**src/rtl/ddr_trk_pkg.sv**
```systemverilog
package ddr_trk_pkg;

    typedef enum logic [2:0] {
        CMD_NOP,
        CMD_ACT,
        CMD_RD,
        CMD_WR,
        CMD_PRE,
        CMD_REF,
        CMD_MRS
    } cmd_e;

    typedef enum logic [1:0] {
        PWR_ON   = 2'd0,
        PWR_PPD  = 2'd1,
        PWR_APD  = 2'd2,
        PWR_SREF = 2'd3
    } pwr_e;

endpackage

```
**src/rtl/ddr_trk_decode.sv**
```systemverilog
module ddr_trk_decode
    import ddr_trk_pkg::*;
(
    input  logic cs_n,
    input  logic ras_n,
    input  logic cas_n,
    input  logic we_n,
    output cmd_e cmd
);

    always_comb begin
        cmd = CMD_NOP;
        if (!cs_n) begin
            unique case ({ras_n, cas_n, we_n})
                3'b011:  cmd = CMD_ACT;
                3'b101:  cmd = CMD_RD;
                3'b100:  cmd = CMD_WR;
                3'b010:  cmd = CMD_PRE;
                3'b001:  cmd = CMD_REF;
                3'b000:  cmd = CMD_MRS;
                default: cmd = CMD_NOP;
            endcase
        end
    end

endmodule

```
**src/rtl/ddr_trk_bank.sv**
```systemverilog
module ddr_trk_bank #(
    parameter int ROW_W = 13
) (
    input  logic             clk,
    input  logic             rst,
    input  logic             open_i,
    input  logic             close_i,
    input  logic [ROW_W-1:0] row_i,
    output logic             is_open_o,
    output logic [ROW_W-1:0] row_o
);

    typedef struct packed {
        logic             open;
        logic [ROW_W-1:0] row;
    } slot_t;

    slot_t slot_d, slot_q;

    always_comb begin
        slot_d = slot_q;
        if (close_i) begin
            slot_d.open = 1'b0;
        end else if (open_i) begin
            slot_d.open = 1'b1;
            slot_d.row  = row_i;
        end
    end

    always_ff @(posedge clk) begin
        if (rst) slot_q <= '0;
        else     slot_q <= slot_d;
    end

    assign is_open_o = slot_q.open;
    assign row_o     = slot_q.row;

endmodule

```
**src/rtl/ddr_bank_tracker.sv**
```systemverilog
module ddr_bank_tracker
    import ddr_trk_pkg::*;
#(
    parameter int NUM_BANKS    = 4,
    parameter int ROW_W        = 13,
    parameter int BURST_CYCLES = 4,
    parameter int AP_BIT       = 10
) (
    input  logic                       clk,
    input  logic                       rst,
    input  logic                       cke,
    input  logic                       cs_n,
    input  logic                       ras_n,
    input  logic                       cas_n,
    input  logic                       we_n,
    input  logic [$clog2(NUM_BANKS)-1:0] ba,
    input  logic [ROW_W-1:0]           addr,
    output logic [NUM_BANKS-1:0]       bank_open,
    output logic [NUM_BANKS*ROW_W-1:0] bank_row,
    output logic [1:0]                 pwr_state,
    output logic [ROW_W-1:0]           mode_reg,
    output logic [ROW_W-1:0]           ext_mode_reg,
    output logic                       illegal,
    output logic                       cke_err
);

    localparam int BA_W  = $clog2(NUM_BANKS);
    localparam int CNT_W = $clog2(BURST_CYCLES + 1);

    typedef struct packed {
        pwr_e             pwr;
        logic             sref;
        logic [CNT_W-1:0] cnt;
        logic             ap_pend;
        logic [BA_W-1:0]  ap_bank;
        logic [ROW_W-1:0] mode;
        logic [ROW_W-1:0] emode;
        logic             illegal;
        logic             cke_err;
    } ctl_t;

    ctl_t ctl_d, ctl_q;
    cmd_e cmd;

    logic [NUM_BANKS-1:0] open_w;
    logic [NUM_BANKS-1:0] set_v;
    logic [NUM_BANKS-1:0] clr_v;
    logic [NUM_BANKS-1:0] open_now;
    logic                 sref_hold;
    logic                 busy_ba;

    ddr_trk_decode u_decode (
        .cs_n  (cs_n),
        .ras_n (ras_n),
        .cas_n (cas_n),
        .we_n  (we_n),
        .cmd   (cmd)
    );

    for (genvar b = 0; b < NUM_BANKS; b++) begin : g_bank
        ddr_trk_bank #(.ROW_W(ROW_W)) u_bank (
            .clk       (clk),
            .rst       (rst),
            .open_i    (set_v[b]),
            .close_i   (clr_v[b]),
            .row_i     (addr),
            .is_open_o (open_w[b]),
            .row_o     (bank_row[b*ROW_W +: ROW_W])
        );
    end

    // self refresh ends the moment clock enable rises
    assign sref_hold = ctl_q.sref & ~cke;

    always_comb begin
        ctl_d      = ctl_q;
        set_v      = '0;
        clr_v      = '0;
        open_now   = open_w;
        busy_ba    = 1'b0;
        ctl_d.sref = sref_hold;

        if (sref_hold) begin
            // all inputs ignored while in self refresh
        end else if (ctl_q.pwr != PWR_ON) begin
            if (cke) ctl_d.pwr = PWR_ON;
        end else if (!cke) begin
            if (ctl_q.cnt != '0) ctl_d.cke_err = 1'b1;
            ctl_d.cnt = '0;
            if (ctl_q.ap_pend) begin
                clr_v[ctl_q.ap_bank] = 1'b1;
                ctl_d.ap_pend        = 1'b0;
            end
            open_now = open_w & ~clr_v;
            if (cmd == CMD_REF && open_now == '0) begin
                ctl_d.sref = 1'b1;
            end else begin
                if (cmd == CMD_REF) ctl_d.illegal = 1'b1;
                ctl_d.pwr = (|open_now) ? PWR_APD : PWR_PPD;
            end
        end else begin
            if (ctl_q.cnt != '0) ctl_d.cnt = ctl_q.cnt - CNT_W'(1);
            if (ctl_q.cnt == CNT_W'(1) && ctl_q.ap_pend) begin
                clr_v[ctl_q.ap_bank] = 1'b1;
                ctl_d.ap_pend        = 1'b0;
            end
            open_now = open_w & ~clr_v;
            busy_ba  = ctl_d.ap_pend && (ctl_d.ap_bank == ba);

            unique case (cmd)
                CMD_ACT: begin
                    if (open_now[ba]) ctl_d.illegal = 1'b1;
                    else              set_v[ba]     = 1'b1;
                end
                CMD_RD, CMD_WR: begin
                    if (!open_now[ba] || busy_ba) begin
                        ctl_d.illegal = 1'b1;
                    end else begin
                        if (ctl_d.ap_pend) clr_v[ctl_d.ap_bank] = 1'b1;
                        ctl_d.cnt     = CNT_W'(BURST_CYCLES);
                        ctl_d.ap_pend = addr[AP_BIT];
                        ctl_d.ap_bank = ba;
                    end
                end
                CMD_PRE: begin
                    if (addr[AP_BIT]) begin
                        clr_v         = '1;
                        ctl_d.ap_pend = 1'b0;
                    end else begin
                        clr_v[ba] = 1'b1;
                        if (busy_ba) ctl_d.ap_pend = 1'b0;
                    end
                end
                CMD_REF: begin
                    if (|open_now) ctl_d.illegal = 1'b1;
                end
                CMD_MRS: begin
                    if (|open_now)                ctl_d.illegal = 1'b1;
                    else if (ba == BA_W'(0))      ctl_d.mode    = addr;
                    else if (ba == BA_W'(1))      ctl_d.emode   = addr;
                end
                default: ;
            endcase
        end
    end

    always_ff @(posedge clk) begin
        if (rst) ctl_q <= '0;
        else     ctl_q <= ctl_d;
    end

    assign bank_open    = open_w;
    assign pwr_state    = sref_hold ? PWR_SREF : ctl_q.pwr;
    assign mode_reg     = ctl_q.mode;
    assign ext_mode_reg = ctl_q.emode;
    assign illegal      = ctl_q.illegal;
    assign cke_err      = ctl_q.cke_err;

endmodule

```
**config.mk**
```make
export PLATFORM = sky130hd
export DESIGN_NAME = ddr_bank_tracker
export DESIGN_NICKNAME = d
export VERILOG_FILES = /design/src/rtl/ddr_trk_pkg.sv /design/src/rtl/ddr_trk_decode.sv /design/src/rtl/ddr_trk_bank.sv /design/src/rtl/ddr_bank_tracker.sv
export SDC_FILE = /design/constraint.sdc
export NUM_CORES = 1
export LEC_CHECK = 0
export BUFFER_PORTS_ARGS = -buffer_cell sky130_fd_sc_hd__buf_2
export CAP_MARGIN = 20
export CORE_UTILIZATION = 49
export DETAILED_ROUTE_END_ITERATION = 16
export MAX_ROUTING_LAYER = met4
export PLACE_DENSITY_LB_ADDON = 0.3
export SLEW_MARGIN = 10
export SYNTH_ARGS = -nofsm -noshare
export SYNTH_HDL_FRONTEND = slang
export SYNTH_SLANG_ARGS = --single-unit
```
**constraint.sdc**
```tcl
create_clock -name clk -period 3.9 [get_ports clk]
set_clock_uncertainty 0.15 [all_clocks]
set_input_delay 0.78 -clock clk [delete_from_list [all_inputs] [get_ports clk]]
set_output_delay 0.78 -clock clk [all_outputs]
set_load 0.01 [all_outputs]
```
### Yosys cells after proc, flatten, opt, wreduce, memory -nomap -nowiden

Index checks and enable logic that the tools add are counted.

* bits in registers: 93
* input port bits: 22
* output and inout port bits: 86
* logic and storage cells: 156

* add/sub/neg operators: 1
* order comparisons: 4
* equality and inequality tests: 21
* multiplexer cells: 64
* bitwise operators: 17
* reductions and logical operators: 32

Operators with widths (number)
* $mux W4: 20
* $mux W35: 2
* $mux W26: 2
* $mux W13: 3
* $mux W28: 1
* $mux W1: 18
* $pmux W3 S6: 1
* $eq A3 B3 Y1 const B: 5
* $eq A3 B2 Y1 const B: 4
* $mux W2: 6
* $mux W3: 4
* $reduce_or A2 Y1: 6
* $not A1 Y1: 10
* $reduce_and A2 Y1: 5
* $eq A3 B1 Y1 const B: 3
* $and A4 B4 Y4: 2
* $not A4 Y4: 2
* $or A4 B4 Y4: 2
* $pmux W4 S2: 1
* $reduce_and A4 Y1: 2
* $reduce_and A8 Y1: 1
* $reduce_or A4 Y1: 2
* $reduce_and A7 Y1: 1
* $lt A2 B3 Y1 const B: 2
* other kinds (25): 34

### Depth between registers and ports, before layout

Gate-level depths: netlist (run 1).

* depth in word-level cells: 21
* depth in mapped cells: 10
* depth with buffers taken out: 8

### Hierarchy

From an unflattened synthesis (run 1), not the netlist that was laid out.

* cell total of the unflattened synthesis: 551
* area, all modules: 4956.0 um2

By module, submodules not included
* ddr_trk_bank: times used 4, cells an instance 61, area an instance 634.4 um2, seq. area each 280.3 um2
* ddr_bank_tracker: times used 1, cells an instance 302, area an instance 2382.3 um2, seq. area each 740.7 um2
* ddr_trk_decode: times used 1, cells an instance 5, area an instance 36.3 um2, seq. area each 0.0 um2

### Worst setup path after synthesis (run 1)

No wires, ideal clock.

* path type: input-to-reg
* from: in cke
* to: reg g_bank[2].u_bank.slot_q, in the netlist g_bank[2].u_bank.row_o[10]
* setup time: 0.128 ns
* arrival: 2.597 ns
* required time: 3.622 ns
* slack: 1.026 ns
* stages on the path: 8
* buffers on the path: 3
* path through: clkbuf_1 -> nand4_1 -> or2_2 -> a2111o_1 -> clkbuf_1 -> buf_2 -> mux2i_1 -> nor2_1

* cells in the longest elaborated chain, start to end: 5
* elaborated cells on any way between the ends: 10
* classes of those cells: 6 x mux; 3 x bitwise; 1 x reduce/logical

Ends and longest elaborated chain
* from (decl): line ddr_bank_tracker.sv:11 `input logic cke,`
* $mux W4 / $not A1 Y1 (equally long branches)
* $mux W4 / $and A1 B1 Y1 (equally long branches): line ddr_bank_tracker.sv:85, ddr_bank_tracker.sv:73
* $mux W4: line ddr_bank_tracker.sv:83 `if (sref_hold) begin`
* $not A1 Y1 (no source line)
* $reduce_and A2 Y1 (no source line) (*)
* to (signal assigned): line ddr_trk_bank.sv:32 `else slot_q <= slot_d;`
* to (decl): line ddr_trk_bank.sv:18 `slot_t slot_d, slot_q;`

Mark *: on every way between the ends. The rest lies on a longest branch, timed or not.
A chain may end at the register's enable or synchronous reset.

### Final worst setup path (run 1)

* from: reg ctl_q[30] (netlist name)
* to: reg ctl_q, in the netlist ext_mode_reg[11]

* cells in the longest elaborated chain, start to end: 10

Ends and longest elaborated chain
* from (decl): line ddr_bank_tracker.sv:42 `ctl_t ctl_d, ctl_q;`
* from (signal assigned): line ddr_bank_tracker.sv:149 `else ctl_q <= ctl_d;`
* $logic_and A1 B1 Y1: line ddr_bank_tracker.sv:103 `if (ctl_q.cnt == CNT_W'(1) && ctl_q.ap_pend) begin`
* $mux W4: line ddr_bank_tracker.sv:103
* $mux W4: line ddr_bank_tracker.sv:87 `end else if (!cke) begin`
* $mux W4: line ddr_bank_tracker.sv:85 `end else if (ctl_q.pwr != PWR_ON) begin`
* $mux W4: line ddr_bank_tracker.sv:83
* $not A4 Y4: line ddr_bank_tracker.sv:107 `open_now = open_w & ~clr_v;`
* $and A4 B4 Y4: line ddr_bank_tracker.sv:107
* $reduce_or A4 Y1: line ddr_bank_tracker.sv:138 `if (|open_now) ctl_d.illegal = 1'b1;`
* $not A1 Y1 (no source line)
* $reduce_and A7 Y1 (no source line)

No other way between the ends. The select of a mux whose other input is x is not followed.

==> results.py, run 1 <==
metrics = {
    "outcome": {
        "run_status": "finished, final reports clean",
    },
    "timing": {
        "hold_viol": 0,
        "slew_headroom_pct": 48.7,
        "rsz0062_at_grt": "false",
        "setup_viol": 0,
        "fin_setup_tns_ns": 0,
        "slew_viol_final": 0,
        "period_needed_ns": 2.81,
        "hold_ws_ns": 0.301,
        "worst_slew_pin_slew_ns": 0.770,
        "fmax_ghz": 0.356,
        "period_share_pct": 72.0,
    },
    "die": {
        "num_rows": 33,
        "die_area_sq_mm": 0.00883,
        "dieHeight_um": 94.0,
        "fp.coreArea_sq_mm": 0.00822,
        "pin_count": 108,
        "initial_utilization_pct": 50.4,
        "die_w_um": 94.0,
    },
    "global_routing": {
        "grt_overflow_total": 0,
        "grt_max_degree": 49,
        "grt_first_pass_wirelength_um": 15100,
        "antenna_found_initial": 0,
        "grt_pass1_vias": 3044,
        "grt.total_usage_pct": 22.9,
    },
    "drt": {
        "vias_per_cell": 5.27,
        "drtPass1Iterations": 6,
        "vias": 3321,
        "ant_nets": 0,
        "routed_wl_um": 9590,
        "drtIter0Drc": 163,
        "drc": 0,
        "wire_per_inst_um": 15.2,
    },
    "cts": {
        "postCtsHoldBufs": 0,
        "max-clock-path-buffers": 2,
        "cts_sinks": 93,
        "cts.repair.resized": 0,
        "htreeDepth": 3,
        "clock-root-buffer": "clkbuf_8",
        "tritoncts": "yes",
        "post_cts_buffers": 0,
        "numCtsBuffers": 9,
        "clk_pin_slew_ns": 0.09,
        "insertion_delay_ns": 0.35,
    },
    "pwr": {
        "total_power_uw": 1710,
        "power_density_mw_per_mm2": 361,
        "p_leak_uw": 0.00210,
        "ir_drop_mv": 0.204,
    },
    "placed_design": {
        "portBuffers": 107,
        "dp.cells": 615,
        "place_hpwl_um": 7010,
        "routabilityCongestion": 0.883,
    },
    "critical_path": {
        "crit_path_start_kind": "flip-flop",
        "crit_family": "simple AND/OR/NAND/NOR gates",
        "path_class": "reg2reg",
        "cp_cell_sequence": "or3b_4, o21a_1, or4_4, nor4_4, buf_4, mux2i_1, nor2_1",
        "cp-end-kind": "flip-flop",
        "cp_data_arrival_time_ns": 2.88,
        "cp_slowest_stage_delay_ns": 0.56,
        "cp_max_fo": 13,
        "worstPathRequired_ns": 3.97,
        "cp_slowest_cell": "or4_4",
        "path_buf_inv": 1,
    },
    "synth": {
        "postSynthAreaPerCell_sq_um": 9.17,
        "syn_area_sq_mm": 0.00414,
        "synth_nets": 477,
        "synth_edf_count": 0,
        "netlist_instances": 452,
        "ys_types": 49,
        "synth-seq-cells": 93,
        "ys.flop_type": "dfxtp_1",
        "async_reset_ff_share_pct": 0,
        "ys_warn_count": 0,
        "ys_seq_area_share_pct": 44.9,
    },
    "finish": {
        "fill_cells": 732,
        "insertedDiodeCount": 0,
        "stdcell_count": 630,
        "nets": 546,
        "layout_commonest_cell": "buf_2",
        "largest_register_ffs": 52,
        "final_cell_mix": "107 x buf_2, 93 x dfxtp_1, 86 x nor2_1",
        "area_growth_syn_to_layout_pct": 14.1,
        "drive_gt1_share_pct": 27.0,
    },
    "worst_hold_path": {
        "hold_path.class": "reg2reg",
    },
    "flow_run": {
        "max_cap_viol_count": 0,
    },
}
synth_stat cells (4+ instances only):
cell type   n  share of area (%)
nand2_1    39                3.5
buf_4      32                5.8
nand2b_1    4               0.60
nand3_1     5               0.60
a21oi_1    22                2.7
a31oi_1     4               0.60
mux2i_1    70                 17
nor2_1     86                7.8
inv_1      13                1.2
nor3_1      4               0.48
clkbuf_1   16                1.4
or2_2       4               0.60
dfxtp_1    93                 45
o21ai_0     6               0.72
buf_2       4               0.48
logic make-up (layout without fill, tap and decap cells):
logic type / Yosys count / after routing / share of synthesized area, %
simple gates: 162 / 162 / 17.9
flops: 93 / 93 / 44.9
mux: 71 / 71 / 17.5
buf+inv: 69 / 142 / 9.91
compound gates: 52 / 52 / 8.40
fa+ha+maj: 3 / 3 / 0.906
xor+xnor: 2 / 2 / 0.423
worst min-delay path, delay by kind of cell (launching register included):
family	cells	cell delay, ns
simple gates	1	0.05
flops	1	0.31
compound gates	1	0.05
per-layer routing:
layer | part of all wire [%] | global-route usage (%)
met5 | 0 | -
met3 | 5.0 | 3.56
met4 | 1.3 | 7.95
met1 | 47 | 31.2
met2 | 47 | 34.7
layout make-up:
cell class	instances	area (sq um)	share of cell area (%)
clock inverter	6	72.6	1.53
multi-input combinational	290	1900	40.2
timing repair buffer	114	588	12.4
clock buffer	9	124	2.62
tap	105	131	2.78
sequential	93	1860	39.4
inverter	13	48.8	1.03
per-stage QoR:
step / setup slack (ns) / area, sq um / util [%]
after floorplan: 1.03 / 4140 / -
after global placement: 0.904 / 4530 / 55.2
after detailed placement: 0.872 / 4530 / 55.2
after CTS: 1.12 / 4730 / 57.5
after global routing: 0.989 / 4730 / 57.5
final: 1.09 / 4730 / 57.5
final timing paths:
check | to | slack [ns] | start | cells after the start
setup / recovery | ext_mode_reg[11] | 1.09 | ctl_q[30] | 7
hold reg to reg | g_bank[0].u_bank.row_o[12] | 0.30 | g_bank[0].u_bank.row_o[12] | 2
setup reg to reg | ext_mode_reg[11] | 1.09 | ctl_q[30] | 7
hold / removal | g_bank[0].u_bank.row_o[12] | 0.30 | g_bank[0].u_bank.row_o[12] | 2
report_power, final:
part / leakage (uW) / internal, uW / switching [uW]
Clock: 0.0000899 / 300 / 353
Sequential: 0.000749 / 954 / 3.02
Combinational: 0.00126 / 29.4 / 68.7
Total: 0.00210 / 1280 / 424
No activity file was read; power rests on OpenSTA's default activity.
==> run 2, diff against run 1 <==
==> constraint.sdc (replaced) <==
create_clock -name clk -period 2.81 [get_ports clk]
set_clock_uncertainty 0.15 [all_clocks]
set_input_delay 0.562 -clock clk [delete_from_list [all_inputs] [get_ports clk]]
set_output_delay 0.562 -clock clk [all_outputs]
set_load 0.01 [all_outputs]
==> results.py, run 2 (synthesis results as in run 1) <==
metrics = {
    "outcome": {
        "run_status": "finished, final reports clean",
    },
    "flow_run": {
        "max_cap_viol_count": 0,
    },
    "drt": {
        "vias": 3358,
        "vias_per_cell": 5.26,
        "ant_nets": 0,
        "drtIter0Drc": 162,
        "routed_wl_um": 9780,
        "wire_per_inst_um": 15.3,
        "drc": 0,
        "drtPass1Iterations": 4,
    },
    "critical_path": {
        "crit_family": "simple AND/OR/NAND/NOR gates",
        "cp_slowest_stage_delay_ns": 0.56,
        "path_buf_inv": 1,
        "cp_max_fo": 8,
        "cp_cell_sequence": "or3b_4, o21a_1, or4_4, nor4_4, buf_4, mux2i_1, nor2_1",
        "path_class": "reg2reg",
        "worstPathRequired_ns": 2.92,
        "crit_path_start_kind": "flip-flop",
        "cp_slowest_cell": "or4_4",
        "cp-end-kind": "flip-flop",
        "cp_data_arrival_time_ns": 2.80,
    },
    "timing": {
        "worst_slew_pin_slew_ns": 0.567,
        "rsz0062_at_grt": "false",
        "fin_setup_tns_ns": 0,
        "slew_headroom_pct": 62.2,
        "hold_ws_ns": 0.309,
        "slew_viol_final": 0,
        "fmax_ghz": 0.372,
        "period_share_pct": 95.8,
        "setup_viol": 0,
        "period_needed_ns": 2.69,
        "hold_viol": 0,
    },
    "finish": {
        "drive_gt1_share_pct": 28.5,
        "final_cell_mix": "107 x buf_2, 92 x dfxtp_1, 86 x nor2_1",
        "layout_commonest_cell": "buf_2",
        "area_growth_syn_to_layout_pct": 16.1,
        "nets": 554,
        "final_area_sq_mm": 0.00481,
        "register_area_sq_mm": 0.00186,
        "insertedDiodeCount": 0,
        "multi_input_area_sq_mm": 0.00190,
        "fill_cells": 737,
        "largest_register_ffs": 52,
    },
    "placed_design": {
        "dpl-instance-area_sq_mm": 0.00462,
        "portBuffers": 107,
        "routabilityCongestion": 0.940,
        "place_hpwl_um": 7110,
    },
    "global_routing": {
        "antenna_found_initial": 0,
        "grt_first_pass_wirelength_um": 15700,
        "grt_max_degree": 58,
        "grt.total_usage_pct": 23.9,
        "grt_overflow_total": 0,
        "grt_pass1_vias": 3143,
    },
    "die": {
        "die_w_um": 94.0,
        "dieHeight_um": 94.0,
        "pin_count": 108,
        "fp.coreArea_sq_mm": 0.00822,
        "initial_utilization_pct": 50.4,
        "die_area_sq_mm": 0.00883,
        "num_rows": 33,
    },
    "pwr": {
        "p_leak_uw": 0.00215,
        "ir_drop_mv": 0.240,
        "power_density_mw_per_mm2": 489,
    },
    "cts": {
        "clk_pin_slew_ns": 0.11,
        "tritoncts": "yes",
        "clock-root-buffer": "clkbuf_8",
        "htreeDepth": 3,
        "cts_sinks": 93,
        "post_cts_buffers": 0,
        "max-clock-path-buffers": 2,
        "numCtsBuffers": 9,
        "insertion_delay_ns": 0.37,
    },
    "worst_hold_path": {
        "hold_path.class": "reg2reg",
    },
}
==> run 2: changes by cell type in the layout (fill, tap and decap cells not counted) <==
cell        previous run  this run
clkinvlp_4             3         0
dfxtp_2                0         1
clkinv_8               0         1
inv_6                  1         3
dfxtp_1               93        92
clkinv_4               0         1
buf_4                  7        13
buf_12                 0         2
bufinv_16              1         0
clkinv_2               0         1
==> run 2: path summary, 6_finish.rpt <==
kind                                                 from                         to  slack, ns  cells after the start
worst max-delay path                            ctl_q[30]                mode_reg[4]       0.12                      7
worst min register to register  g_bank[0].u_bank.row_o[7]  g_bank[0].u_bank.row_o[7]       0.31                      2
worst max register to register                  ctl_q[30]                mode_reg[4]       0.12                      7
worst min-delay path            g_bank[0].u_bank.row_o[7]  g_bank[0].u_bank.row_o[7]       0.31                      2
==> run 2: what timing repair did <==
action                                  4_1_cts  5_1_grt
hold buffers                                  0        0
resized for setup                             0        1
endpoints found under the setup margin        0       15
==> run 2: layer usage <==
layer  global-route usage [%]  wire length, um
met1                     32.8             4670
met2                     35.8             4480
met3                     3.72              495
met4                     8.59              131
met5                        -                0
==> run 2: layout make-up <==
class                      count  share of cell area, %
timing repair buffer         122                   14.0
tap                          105                   2.73
multi-input combinational    290                   39.5
clock inverter                 7                   1.40
inverter                      13                   1.01
clock buffer                   9                   2.58
sequential                    93                   38.7
==> run 2: worst min-delay path, stage by stage, from the launching register on <==
cell and delay (ns):
dfxtp_1 0.33, nand2_1 0.05, a21oi_1 0.05
==> run 2: metrics by stage <==
step                setup WS (ns)  utilization, %  instances  power (uW)
floorplan                   0.154               -        452        1440
global placement            0.183            56.2        623        1500
detailed placement          0.108            56.2        623        1500
CTS                        0.0900            58.5        639        2360
global route             0.000671            58.5        639        2430
finish                      0.118            58.5        639        2350
==> run 2: report_power, final <==
part	internal, uW	switching (uW)	leakage [uW]
Clock	345	536	0.0000993
Combinational	44.6	97.7	0.00130
Sequential	1320	4.08	0.000750
